$ cat src/rtl/burst_ctl_pkg.sv
// Package: sizes, types and the fixed specification table for burst_ctl.
// Assumes the table obeys the maximal-set and unique-entry rules.
package burst_ctl_pkg;
    localparam int NIN  = 3;            // control inputs A,B,C (bit2..bit0)
    localparam int NOUT = 2;            // outputs Y,Z (bit1..bit0)
    localparam int NST  = 4;            // specification states
    localparam int NARC = 2;            // bursts per state, max
    localparam int SW   = $clog2(NST);

    typedef logic [NIN-1:0]  ivec_t;
    typedef logic [NOUT-1:0] ovec_t;
    typedef logic [SW-1:0]   st_t;

    localparam st_t   ST_HOME  = 2'd0;
    localparam st_t   ST_LEFT  = 2'd1;
    localparam st_t   ST_RIGHT = 2'd2;
    localparam st_t   ST_JOIN  = 2'd3;
    localparam ivec_t IN_RST   = 3'b000;
    localparam ovec_t OUT_RST  = 2'b01;

    typedef struct packed {
        logic  vld;   // burst exists
        ivec_t trig;  // inputs that must all differ from entry values
        ovec_t flip;  // outputs toggled on completion
        st_t   nxt;   // successor state
    } arc_t;

    // Build one table entry.
    function automatic arc_t mk(input ivec_t t, input ovec_t f, input st_t n);
        arc_t a;
        a.vld  = 1'b1;
        a.trig = t;
        a.flip = f;
        a.nxt  = n;
        return a;
    endfunction

    // Table lookup: burst k of state st.
    function automatic arc_t arc_of(input st_t st, input int k);
        arc_t a;
        a = '0;
        case (st)
            ST_HOME:  a = (k == 0) ? mk(3'b101, 2'b01, ST_LEFT) : mk(3'b110, 2'b11, ST_RIGHT);
            ST_LEFT:  if (k == 0) a = mk(3'b001, 2'b10, ST_JOIN);
            ST_RIGHT: if (k == 0) a = mk(3'b010, 2'b00, ST_JOIN);
            default:  if (k == 0) a = mk(3'b100, 2'b11, ST_HOME);
        endcase
        return a;
    endfunction

    // Directed don't-care inputs of a state.
    function automatic ivec_t dc_of(input st_t st);
        return (st == ST_LEFT) ? 3'b010 : 3'b000;
    endfunction
endpackage

$ cat src/rtl/burst_sync.sv
// Module: multi-stage synchroniser for the asynchronous control inputs.
// Assumes each bit is independent; stage count is a parameter (>=1).
module burst_sync #(
    parameter int W      = 3,
    parameter int STAGES = 2
) (
    input  logic         clk,
    input  logic         rst_n,
    input  logic [W-1:0] d,
    output logic [W-1:0] q
);
    logic [W-1:0] stg [STAGES];

    for (genvar i = 0; i < STAGES; i++) begin : g_stage
        // Shift the input one stage deeper per clock.
        always_ff @(posedge clk) begin
            if (!rst_n) stg[i] <= '0;
            else        stg[i] <= (i == 0) ? d : stg[(i == 0) ? 0 : i-1];
        end
    end

    assign q = stg[STAGES-1];
endmodule

$ cat src/rtl/burst_match.sv
// Module: per-burst completion and coverage decode for the current state.
// Assumes diff is the change vector with don't-care bits already removed.
module burst_match
    import burst_ctl_pkg::*;
(
    input  st_t             st,
    input  ivec_t           eff,
    output logic [NARC-1:0] hit,
    output logic            legal
);
    logic [NARC-1:0] cov;

    for (genvar k = 0; k < NARC; k++) begin : g_arc
        // Completion: the changed set equals this burst exactly.
        assign hit[k] = arc_of(st, k).vld && (eff == arc_of(st, k).trig);
        // Coverage: the changed set is still inside this burst.
        assign cov[k] = arc_of(st, k).vld && ((eff & ~arc_of(st, k).trig) == '0);
    end

    assign legal = |cov;
endmodule

$ cat src/rtl/burst_ctl.sv
// Module: top of the sampled burst-mode controller.
// Compares synchronised inputs to the entry snapshot, fires the matching
// output burst, flags illegal activity and holds one settling cycle.
// Assumes the table in burst_ctl_pkg is well formed.
module burst_ctl
    import burst_ctl_pkg::*;
#(
    parameter int SYNC_STAGES = 2
) (
    input  logic        clk,
    input  logic        rst_n,
    input  logic [2:0]  sig_in,
    output logic [1:0]  out_yz,
    output logic        fault
);
    ivec_t           smp, ent, pdiff, diff, dc, eff;
    st_t             st;
    logic            busy, legal, fire, retreat;
    logic [NARC-1:0] hit;
    arc_t            sel;

    burst_sync #(.W(NIN), .STAGES(SYNC_STAGES)) u_sync (
        .clk(clk), .rst_n(rst_n), .d(sig_in), .q(smp)
    );

    assign diff = smp ^ ent;
    assign dc   = dc_of(st);
    assign eff  = diff & ~dc;

    burst_match u_match (.st(st), .eff(eff), .hit(hit), .legal(legal));

    assign fire    = (|hit) && !busy;
    assign retreat = |(pdiff & ~diff & ~dc);

    // Pick the completed burst's table entry.
    always_comb begin
        sel = '0;
        for (int k = 0; k < NARC; k++)
            if (hit[k]) sel = arc_of(st, k);
    end

    // Engine register: settle, fire, or watch for illegal changes.
    always_ff @(posedge clk) begin
        if (!rst_n) begin
            st     <= ST_HOME;
            ent    <= IN_RST;
            pdiff  <= '0;
            busy   <= 1'b0;
            out_yz <= OUT_RST;
            fault  <= 1'b0;
        end else if (busy) begin
            busy  <= 1'b0;
            fault <= (smp != ent);
            pdiff <= diff;
        end else if (fire) begin
            out_yz <= out_yz ^ sel.flip;
            st     <= sel.nxt;
            ent    <= smp;
            busy   <= 1'b1;
            pdiff  <= '0;
            fault  <= 1'b0;
        end else begin
            fault <= !legal || retreat;
            pdiff <= diff;
        end
    end

    assert_single_match_R5: assert property (@(posedge clk) disable iff (!rst_n)
        $onehot0(hit));
    assert_out_with_state_R2: assert property (@(posedge clk) disable iff (!rst_n)
        !$stable(out_yz) |-> !$stable(st));
    assert_state_then_settle_R2: assert property (@(posedge clk) disable iff (!rst_n)
        !$stable(st) |-> busy);
    assert_settle_one_cycle_R9: assert property (@(posedge clk) disable iff (!rst_n)
        busy |=> !busy);
    assert_hold_in_settle_R9: assert property (@(posedge clk) disable iff (!rst_n)
        busy |=> ($stable(st) && $stable(out_yz)));
    assert_flag_illegal_R6: assert property (@(posedge clk) disable iff (!rst_n)
        (!busy && !legal) |=> fault);
endmodule

$ cat config.mk
export PLATFORM = sky130hd
export DESIGN_NAME = burst_ctl
export DESIGN_NICKNAME = d
export VERILOG_FILES = /design/src/rtl/burst_ctl_pkg.sv /design/src/rtl/burst_sync.sv /design/src/rtl/burst_match.sv /design/src/rtl/burst_ctl.sv
export SDC_FILE = /design/constraint.sdc
export NUM_CORES = 1
export LEC_CHECK = 0
export BUFFER_PORTS_ARGS = -buffer_cell sky130_fd_sc_hd__buf_2
export CAP_MARGIN = 20
export CORE_UTILIZATION = 48
export DETAILED_ROUTE_END_ITERATION = 8
export PLACE_DENSITY = 0.73
export SYNTH_ARGS = -nofsm -noshare
export SYNTH_HDL_FRONTEND = slang
export SYNTH_SLANG_ARGS = --single-unit
$ cat constraint.sdc
create_clock -name clk -period 2 [get_ports clk]
set_input_delay 0.5 -clock clk [delete_from_list [all_inputs] [get_ports clk]]
set_output_delay 0.5 -clock clk [all_outputs]
set_load 0.01 [all_outputs]
==> summary.log, run 1 <==
qor: setup_path.crit_slowest_cell dfxtp_4
qor: power.cellLeakagePower 0.000434 uW
qor: sta.post_route_minimum_period 1900 ps
qor: die.floorplan.die_area 1890 um2
qor: setup_path.timing.reg2reg.setup_slack 100 ps
qor: yosys.syn_avg_cell_area 9.85 um2
qor: cells_and_area.synthToLayoutAreaGrowth 21.2%
qor: yosys.ys_types 29
qor: power.cellPowerDensity 651 nW/um2
qor: global_route.grt_antenna_before_repair 0
qor: sta.final_slew_violations 0
qor: clocking.root_buf_cell clkbuf_4
qor: sta.final.setup.worst_slack 95.9 ps
qor: global_route.globalRouteMet3Util 3.75%
qor: clocking.cts_tree built
qor: setup_path.max_stage_delay 380 ps
qor: yosys.ys_ff_latch 18
qor: yosys.post_synth_instance_area 827 um2
qor: yosys.yosysSeqAreaShare 43.6%
qor: cells_and_area.post-route-util 64.3%
qor: sta.finalClockSkew 4.84 ps
qor: yosys.async_flop_share 0%
qor: outcome.outcome finished clean
qor: global_route.grt_pass1_vias 588
qor: setup_path.setup.worst_path.end_class flip-flop
qor: clocking.cts_inserted_buffers 3
qor: clocking.number_of_sinks_handled_by_clock_tree_synthesis 18
qor: yosys.ys_warn_count 0
qor: route.route.detailed.wl_per_inst 12.0 um
qor: setup_path.timing.setup.critical_path_class reg -> reg
qor: global_route.grt.total_usage 19.1%
qor: placed_design.placedCellCount 110
qor: placed_design.finalWeightedCongestion 0.732
qor: route.via_count 620
qor: die.core_region_area 1560 um2
qor: clocking.worstSkewPairLatency 290 ps
qor: min_path.min-delay-path-class in -> reg
qor: yosys.ys.flop_type dfxtp_1
qor: placed_design.detailed_placement_wirelength_estimate 895 um
qor: cells_and_area.layout.cells.non_filler 116
qor: placed_design.pre_cts_slack -24.7 ps
qor: setup_path.critPathLaunchType flip-flop
qor: yosys.synthesized_netlist_net_count 96
qor: cells_and_area.drive_above_1_share 34.0%
qor: die.rows 14
qor: global_route.grt_overflow_total 0
qor: clocking.clk_pin_slew_worst_paths 100 ps
qor: sta.hold-worst-slack 413 ps
qor: die.starting_density 53.0%
qor: sta.relSlewSlack 72.7%
qor: yosys.synth_edf_count 0
qor: route.dr.pass1.iters 4
qor: setup_path.critical_path_arrival 2090 ps
qor: power.ir_worst_vdd 0.508 mV
qor: setup_path.crit_chain inv_2 -> ha_4 -> ha_1 -> nand3_2 -> or2_2 -> a21oi_2 -> mux2_2
qor: job.maxCapViolCount 0
qor: route.avgViaCountPerCell 5.34
qor: sta.fmax 525 MHz
qor: cells_and_area.antenna_fix_cells 0
qor: setup_path.worstPathRequired 2190 ps
qor: placed_design.io_buffer_count 7
qor: sta.report.final.setup_viol 0
qor: route.detail_route.wirelength 1390 um
qor: sta.final.setup.tns 0 ps
qor: global_route.grt_pass1_wl 2550 um
qor: global_route.grt_use_met1 23.2%
qor: die.fp.dieH 43.5 um
qor: sta.hold_viol_final 0
qor: global_route.grt_busiest_layer met2
qor: die.io_pins 8
qor: sta.transition_time_at_the_pin_with_the_least_slew_margin 400 ps
qor: cells_and_area.final_net_count 114
qor: sta.final.period_utilization 95.2%
qor: route.route.antenna.remaining_nets 0
qor: global_route.use_met2 30.6%
qor: route.detailedRoute.firstIterationViolations 19
qor: clocking.ctsHtreeMaxLevel 1
qor: route.route.detailed.drc 0
qor: setup_path.critical_path_peak_fanout 5
qor: clocking.clk_path_buf_depth 2
qor: global_route.grt_max_degree 25
qor: yosys.synthCells 84
qor: die.die_w 43.5 um
==> cells in the mapped netlist (all sizes together) (2+ instances only) <==
library cell / count / area share [%]
a21oi: 4 / 3.8
and2: 7 / 5.3
clkbuf: 2 / 0.91
dfxtp: 18 / 44
ha: 7 / 11
inv: 6 / 2.7
mux2i: 4 / 4.8
nand2: 9 / 4.1
nand2b: 3 / 2.3
nand3: 2 / 1.2
nor2: 2 / 0.91
nor3: 2 / 1.2
nor3b: 3 / 2.7
xnor2: 3 / 4.1
==> what timing repair did <==
action / CTS / global route
gates resized for setup: 2 / 8
setup endpoints to repair: 3 / 11
hold buffers: 0 / 0
setup buffers: 2 / 1
endpoints found under the hold margin: 0 / 0
pin swaps: 1 / 2
==> metrics by stage <==
| step | area [um2] | power [uW] |
|---|---|---|
| 2_1_floorplan | 832 | 445 |
| 3_3_place_gp | 920 | 470 |
| 3_5_place_dp | 920 | 472 |
| 5_1_grt | 1000 | 688 |
| 6_report | 1000 | 652 |
| 4_1_cts | 962 | 650 |
==> cell type report <==
type,count,area [um2]
fillers,130,557
multi-input cells,57,469
clock buffers,3,22.5
well taps,16,20.0
repair buffers,16,103
inverters,6,22.5
flip-flops and latches,18,365
==> cell usage in the layout (no fill, tap or decap) <==
master and n:
dfxtp_1 16, nand2_1 9, buf_4 9, and2_1 7, buf_2 7, ha_1 5
mux2i_1 4, inv_2 3, inv_1 3, nand2b_1 3, nor3b_1 3, clkbuf_4 3
nor2_1 2, xnor2_1 2, nor3_1 2, a21oi_1 2, ha_4 2, xnor2_2 1
or4_4 1, nand3_2 1, a21oi_4 1, or4b_2 1, o211a_1 1, nand3_1 1
o21ai_0 1, or2_2 1, a21oi_2 1, mux2_2 1, o21bai_1 1, a32o_1 1
a2111oi_0 1, nand4_1 1, nor4bb_1 1, dfxtp_4 1, dfxtp_2 1
==> worst max-delay path, delay by kind of cell, from the launching register on <==
family | cells | cell delay, ps
muxes | 1 | 340
DFF | 1 | 380
adders and majority gates | 2 | 510
buffers and inverters | 1 | 50
AOI/OAI and AO/OA | 1 | 120
and+or+nand+nor | 2 | 400
==> where the power goes <==
part,switching (uW),internal (uW)
clock,105,70.0
sequential,8.18,372
combinational,45.5,50.6
total,159,493
==> worst paths after layout <==
kind,from,to,cells past startpoint
worst min register to register,u_sync.stg[0][0],u_sync.stg[1][0],1
worst max-delay path,st[0],out_yz[0],7
worst max register to register,st[0],out_yz[0],7
worst min-delay path,sig_in[0],u_sync.stg[0][0],2
==> state kept, by name, indices dropped and copies added (netlist names) <==
signal,flops
busy,1
out_yz,2
fault,1
ent,3
pdiff,3
u_sync.stg,6
st,2
==> per-layer routing <==
metal	wire, um	vias to the layer above
met5	0	-
met4	44	0
met3	56	4
met2	666	17
met1	622	283
li1	-	316
==> kinds of logic (layout without fill, tap and decap cells) <==
logic type / Yosys count / count (layout) / synth area share, %
muxes: 5 / 5 / 6.20
xor gates and xnor gates: 3 / 3 / 4.09
adders and majority gates: 7 / 7 / 10.6
DFF: 18 / 18 / 43.6
and+or+nand+nor: 33 / 33 / 22.5
buffers and inverters: 9 / 25 / 4.24
AOI/OAI and AO/OA: 9 / 9 / 8.77
(Power assumes the default switching activity.)
==> inputs of run 2 (changes only) <==
--- a/config.mk
+++ b/config.mk
@@ -5,11 +5,13 @@
 export SDC_FILE = /design/constraint.sdc
 export NUM_CORES = 1
 export LEC_CHECK = 0
+export ABC_AREA = 1
 export BUFFER_PORTS_ARGS = -buffer_cell sky130_fd_sc_hd__buf_2
 export CAP_MARGIN = 20
 export CORE_UTILIZATION = 48
 export DETAILED_ROUTE_END_ITERATION = 8
 export PLACE_DENSITY = 0.73
+export SKIP_CTS_REPAIR_TIMING = 1
 export SYNTH_ARGS = -nofsm -noshare
 export SYNTH_HDL_FRONTEND = slang
 export SYNTH_SLANG_ARGS = --single-unit
==> run 2 against run 1 <==
- setup slack improved by 100 ps
- final area fell by 1.5%
- clock power rose by 30%
- synthesized area rose by 7.4%
- critical path depth rose by 4
- maximum frequency rose by 5.7%
- die area rose by 7.1%
- via count rose by 8.5%
- non-clock buffer count fell by 9
- critical endpoint is now st[0]
==> summary.log, run 2 <==
qor: job.maxCapViolCount 0
qor: setup_path.setup.worst_path.end_class flip-flop
qor: route.route.antenna.remaining_nets 0
qor: global_route.use_met2 26.7%
qor: clocking.cts_inserted_buffers 3
qor: sta.finalClockSkew 9.86 ps
qor: sta.fmax 555 MHz
qor: power.ir_worst_vdd 0.516 mV
qor: sta.rsz0062_at_grt false
qor: die.io_pins 8
qor: die.fp.dieH 45.0 um
qor: global_route.grt_busiest_layer met2
qor: cells_and_area.largest-register u_sync.stg
qor: cells_and_area.layout.cells.most_common inv_1
qor: route.dr.pass1.iters 4
qor: cells_and_area.largest_reg_flops 6
qor: clocking.clk_path_buf_depth 2
qor: yosys.synth.top_cell.area_share 40.6%
qor: route.detail_route.wirelength 1370 um
qor: sta.report.final.setup_viol 0
qor: clocking.number_of_sinks_handled_by_clock_tree_synthesis 18
qor: yosys.netlist_top_cells_count 25 x inv_1, 24 x nand2_1, 18 x dfxtp_1
qor: global_route.grt_antenna_before_repair 0
qor: power.cellPowerDensity 673 nW/um2
qor: route.via_count 673
qor: yosys.synth_area_leader_cell dfxtp_1
qor: setup_path.critical_path_peak_fanout 8
qor: sta.final_slew_violations 0
qor: die.core_region_area 1730 um2
qor: yosys.yosysSeqAreaShare 40.6%
qor: clocking.worstSkewPairLatency 300 ps
qor: cells_and_area.antenna_fix_cells 0
qor: global_route.grt_use_met1 19.7%
qor: setup_path.critical_path_arrival 2040 ps
qor: clocking.cts_tree built
qor: global_route.globalRouteMet3Util 2.40%
qor: sta.hold_viol_final 0
qor: setup_path.timing.setup.critical_path_class reg -> reg
qor: cells_and_area.drive_above_1_share 20.3%
qor: die.die_w 45.0 um
qor: placed_design.io_buffer_count 7
qor: route.route.detailed.wl_per_inst 9.26 um
qor: sta.post_route_minimum_period 1800 ps
qor: die.rows 15
qor: yosys.synth_edf_count 0
qor: yosys.syn_avg_cell_area 7.86 um2
qor: outcome.outcome finished clean
qor: route.avgViaCountPerCell 4.55
qor: yosys.ys_top_cells_by_area dfxtp_1 41%, inv_1 11%, nand2_1 10%
qor: yosys.ys_warn_count 0
qor: placed_design.detailed_placement_wirelength_estimate 1090 um
qor: yosys.synthesized_netlist_net_count 125
qor: clocking.clk_pin_slew_worst_paths 110 ps
qor: clocking.root_buf_cell clkbuf_4
qor: power.cellLeakagePower 0.000521 uW
qor: min_path.min-delay-path-class in -> reg
qor: yosys.ys_ff_latch 18
qor: setup_path.worstPathRequired 2240 ps
qor: clocking.ctsHtreeMaxLevel 1
qor: global_route.grt_pass1_vias 605
qor: sta.relSlewSlack 82.9%
qor: sta.transition_time_at_the_pin_with_the_least_slew_margin 256 ps
qor: cells_and_area.synthToLayoutAreaGrowth 11.1%
qor: die.floorplan.die_area 2030 um2
qor: cells_and_area.layout_top_registers u_sync.stg x6, ent x3, pdiff x3
qor: yosys.ys_types 22
qor: power.post-layout-total-power 665 uW
qor: global_route.grt_pass1_wl 2370 um
qor: yosys.synthCells 113
qor: route.detailedRoute.firstIterationViolations 13
qor: global_route.grt_overflow_total 0
qor: sta.final.setup.tns 0 ps
qor: sta.final.period_utilization 90.1%
qor: route.route.detailed.drc 0
qor: cells_and_area.final_net_count 136
qor: cells_and_area.layout.cells.most_common_list 25 x inv_1, 24 x nand2_1, 17 x dfxtp_1
qor: setup_path.critPathLaunchType flip-flop
qor: die.starting_density 51.4%
qor: placed_design.finalWeightedCongestion 0.843
qor: yosys.yosys.cell_count.top_type inv_1
qor: global_route.grt.total_usage 16.1%
qor: yosys.ys.flop_type dfxtp_1
qor: global_route.grt_max_degree 11
qor: yosys.async_flop_share 0%
qor: yosys.post_synth_instance_area 888 um2
==> run 2: cell types whose count changed after synthesis, sizes merged, moves of 4 or more <==
| cell | change |
|---|---|
| nor2 | +9 |
| o21ai | +5 |
| nand3 | +4 |
| nand2 | +21 |
| mux2i | -4 |
| and2 | -7 |
| inv | +20 |
==> run 2: final cells by class <==
type | count | area (um2)
Timing Repair Buffer | 7 | 35.0
Fill cell | 159 | 739
Clock buffer | 4 | 36.3
Inverter | 26 | 97.6
Sequential cell | 18 | 362
Multi-Input combinational cell | 68 | 425
Tap cell | 25 | 31.3
==> run 2: cells by family (layout without fill, tap and decap cells) <==
kind of cell               after synthesis  count (layout)  synth area share [%]
and+or+nand+nor                         52              52                  31.7
buffers and inverters                   27              37                  11.5
DFF                                     18              18                  40.6
AOI/OAI and AO/OA                        9               9                  6.34
adders and majority gates                7               7                  9.86
==> run 2: through the flow <==
stage                     hold WS [ps]  cell area, um2  instances  worst slack, ps  util (%)
after global placement             393             950        144              236      55.0
after floorplan                    390             888        113              345         -
after global routing               380             987        148             40.4      57.2
final                              373             987        148              199      57.2
after detailed placement           405             950        144              179      55.0
after CTS                          375             986        148              152      57.1
==> run 2: worst max-delay path, cell delays in order, from the launching register on <==
cell,delay (ps)
dfxtp_2,370
inv_1,60
ha_1,200
inv_1,100
nand3_2,110
inv_1,70
ha_1,220
nand3_1,170
nand2_4,90
nand2_4,110
nand2_4,100
o21ai_1,150
==> run 2: worst paths after layout <==
check	end	slack, ps	cells after the start	startpoint
setup / recovery	st[0]	200	11	st[1]
hold / removal	u_sync.stg[0][1]	370	3	sig_in[1]
setup reg to reg	st[0]	200	11	st[1]
hold reg to reg	u_sync.stg[1][2]	420	2	u_sync.stg[0][2]
==> run 2: power breakdown <==
group | internal [uW] | switching, uW | leakage [uW]
Clock | 111 | 117 | 0.0000210
Sequential | 370 | 5.25 | 0.000147
Combinational | 22.2 | 39.7 | 0.000353
Total | 503 | 161 | 0.000521
==> run 2: layer usage <==
| layer | wire length (um) | vias to the layer above |
|---|---|---|
| li1 | - | 361 |
| met4 | 36 | 0 |
| met3 | 40 | 5 |
| met5 | 0 | - |
| met1 | 671 | 293 |
| met2 | 623 | 14 |
==> inputs of run 3 (changes only) <==
--- a/config.mk
+++ b/config.mk
@@ -8,9 +8,9 @@
 export ABC_AREA = 1
 export BUFFER_PORTS_ARGS = -buffer_cell sky130_fd_sc_hd__buf_2
 export CAP_MARGIN = 20
-export CORE_UTILIZATION = 48
+export CORE_UTILIZATION = 50
 export DETAILED_ROUTE_END_ITERATION = 8
-export PLACE_DENSITY = 0.73
+export PLACE_DENSITY = 0.76
 export SKIP_CTS_REPAIR_TIMING = 1
 export SYNTH_ARGS = -nofsm -noshare
 export SYNTH_HDL_FRONTEND = slang
==> run 3 against run 2 <==
- clock power is essentially flat
- flip-flop and latch count did not move
- register-to-register slack worse by 70 ps
- sequential share of layout area increased by 0.34 points
- power down 0.30%
- non-clock buffer count unchanged
- critical path depth stayed put
- via count up 1.6%
- wire length is 5.4% higher
- hold slack better by 8.1 ps
==> summary.log, run 3 (synthesized netlist as in run 2, its figures left out) <==
qor: route.avgViaCountPerCell 4.92
qor: placed_design.placedCellCount 135
qor: setup_path.max_stage_delay 400 ps
qor: route.detail_route.wirelength 1450 um
qor: clocking.clk_pin_slew_worst_paths 100 ps
qor: die.rows 14
qor: power.ir_worst_vdd 0.511 mV
qor: cells_and_area.synthToLayoutAreaGrowth 9.72%
qor: cells_and_area.area.sequential 360 um2
qor: placed_design.detailed_placement_wirelength_estimate 1110 um
qor: setup_path.worst_setup_path_startpoint st[1]
qor: sta.final.setup.tns 0 ps
qor: route.dr.pass1.iters 4
qor: power.cellPowerDensity 680 nW/um2
qor: cells_and_area.antenna_fix_cells 0
qor: sta.relSlewSlack 83.0%
qor: cells_and_area.largest_reg_flops 6
qor: sta.transition_time_at_the_pin_with_the_least_slew_margin 254 ps
qor: route.route.antenna.remaining_nets 0
qor: cells_and_area.multi_input_comb_area 425 um2
qor: min_path.timing.hold.worst.start sig_in[2]
qor: setup_path.worstReg2RegStart st[1]
qor: cells_and_area.layout.cells.non_filler 139
qor: die.die_w 44.2 um
qor: die.core_region_area 1580 um2
qor: die.floorplan.die_area 1950 um2
qor: placed_design.io_buffer_count 7
qor: sta.post_route_minimum_period 1870 ps
qor: setup_path.crit_slowest_cell dfxtp_1
qor: clocking.cts_inserted_buffers 3
qor: placed_design.placedInstanceArea 938 um2
qor: cells_and_area.drive_above_1_share 19.5%
qor: cells_and_area.layout.cells.most_common inv_1
qor: setup_path.timing.reg2reg.setup_slack 130 ps
qor: cells_and_area.layout.cells.most_common_list 25 x inv_1, 24 x nand2_1, 18 x dfxtp_1
qor: setup_path.crit_chain inv_1 -> ha_1 -> inv_1 -> nand3_2 -> inv_1 -> ha_1 -> nand3_1 -> nand2_4 -> nand2_4 -> nand2_4 -> o21ai_0
qor: global_route.grt_max_degree 11
qor: die.fp.dieH 44.2 um
qor: power.cellLeakagePower 0.000521 uW
qor: global_route.grt_overflow_total 0
qor: clocking.clk_path_buf_depth 2
qor: setup_path.regToRegEndpoint ent[2]
qor: die.io_pins 8
qor: global_route.grt.total_usage 17.9%
qor: cells_and_area.fillCellCount 144
qor: setup_path.endpoint ent[2]
qor: min_path.min-delay-path-class in -> reg
qor: sta.hold_viol_final 0
qor: sta.final.period_utilization 93.6%
qor: setup_path.critical_path_arrival 2100 ps
qor: clocking.ctsHtreeMaxLevel 1
qor: sta.final_slew_violations 0
qor: setup_path.worstPathRequired 2230 ps
qor: sta.report.final.setup_viol 0
qor: clocking.root_buf_cell clkbuf_4
qor: setup_path.setup.worst_path.end_class flip-flop
qor: placed_design.pre_cts_slack 156 ps
qor: sta.rsz0062_at_grt false
qor: setup_path.timing.setup.critical_path_class reg -> reg
qor: route.detailedRoute.firstIterationViolations 16
qor: setup_path.rr_worst_depth 11
qor: sta.fmax 534 MHz
qor: cells_and_area.layout_top_registers u_sync.stg x6, ent x3, pdiff x3
qor: route.via_count 684
qor: sta.finalClockSkew 1.02 ps
qor: setup_path.critPathLaunchType flip-flop
qor: job.maxCapViolCount 0
qor: global_route.grt_pass1_vias 613
qor: placed_design.finalWeightedCongestion 0.842
qor: power.post-layout-total-power 663 uW
qor: clocking.number_of_sinks_handled_by_clock_tree_synthesis 18
qor: global_route.grt_pass1_wl 2530 um
qor: cells_and_area.largest-register u_sync.stg
qor: global_route.grt_antenna_before_repair 0
qor: setup_path.critical_path_peak_fanout 8
qor: die.starting_density 56.3%
qor: route.route.detailed.drc 0
qor: cells_and_area.final_net_count 136
qor: cells_and_area.post-route-cell-area 975 um2
qor: sta.final.setup.worst_slack 128 ps
qor: clocking.cts_tree built
qor: outcome.outcome finished clean
qor: route.route.detailed.wl_per_inst 10.4 um
qor: clocking.worstSkewPairLatency 290 ps
## run 3: worst min-delay path by stage
stage / end / slack [ps] / cells past startpoint
after floorplan: u_sync.stg[1][0] / 390 / 2
after global placement: u_sync.stg[1][2] / 400 / 2
after detailed placement: u_sync.stg[1][0] / 410 / 2
after CTS: u_sync.stg[0][0] / 380 / 3
after global routing: u_sync.stg[0][0] / 390 / 3
final: u_sync.stg[0][2] / 380 / 3
## run 3: metrics by stage
| step | util (%) | hold slack (ps) |
|---|---|---|
| 2_1_floorplan | - | 390 |
| 3_3_place_gp | 59.5 | 395 |
| 3_5_place_dp | 59.5 | 408 |
| 4_1_cts | 61.8 | 376 |
| 5_1_grt | 61.8 | 393 |
| 6_report | 61.8 | 381 |
## run 3: layout make-up
type / count / area share (%)
well taps: 16 / 2.05
clock buffers: 4 / 3.72
repair buffers: 7 / 3.59
multi-input cells: 68 / 43.6
flip-flops and latches: 18 / 37.0
inverters: 26 / 10.0
## run 3: layer usage
metal / share of wire, % / global-route usage, % / wire (um) / vias to the layer above
li1: - / - / - / 362
met1: 48 / 23.1 / 692 / 303
met2: 46 / 28.2 / 669 / 15
met3: 3.7 / 3.67 / 53 / 4
met4: 2.1 / 9.09 / 30 / 0
met5: 0 / 0 / 0 / -
## run 3: power breakdown
group | leakage (uW) | switching, uW | internal (uW)
Clock | 0.0000210 | 114 | 111
Combinational | 0.000353 | 40.0 | 22.1
Sequential | 0.000147 | 5.59 | 370
## run 3: worst max-delay path: cells and delay by family (launching register included)
family,cells,cell delay [ps]
adders and majority gates,2,430
AOI/OAI and AO/OA,1,140
DFF,1,400
buffers and inverters,3,250
and+or+nand+nor,5,570
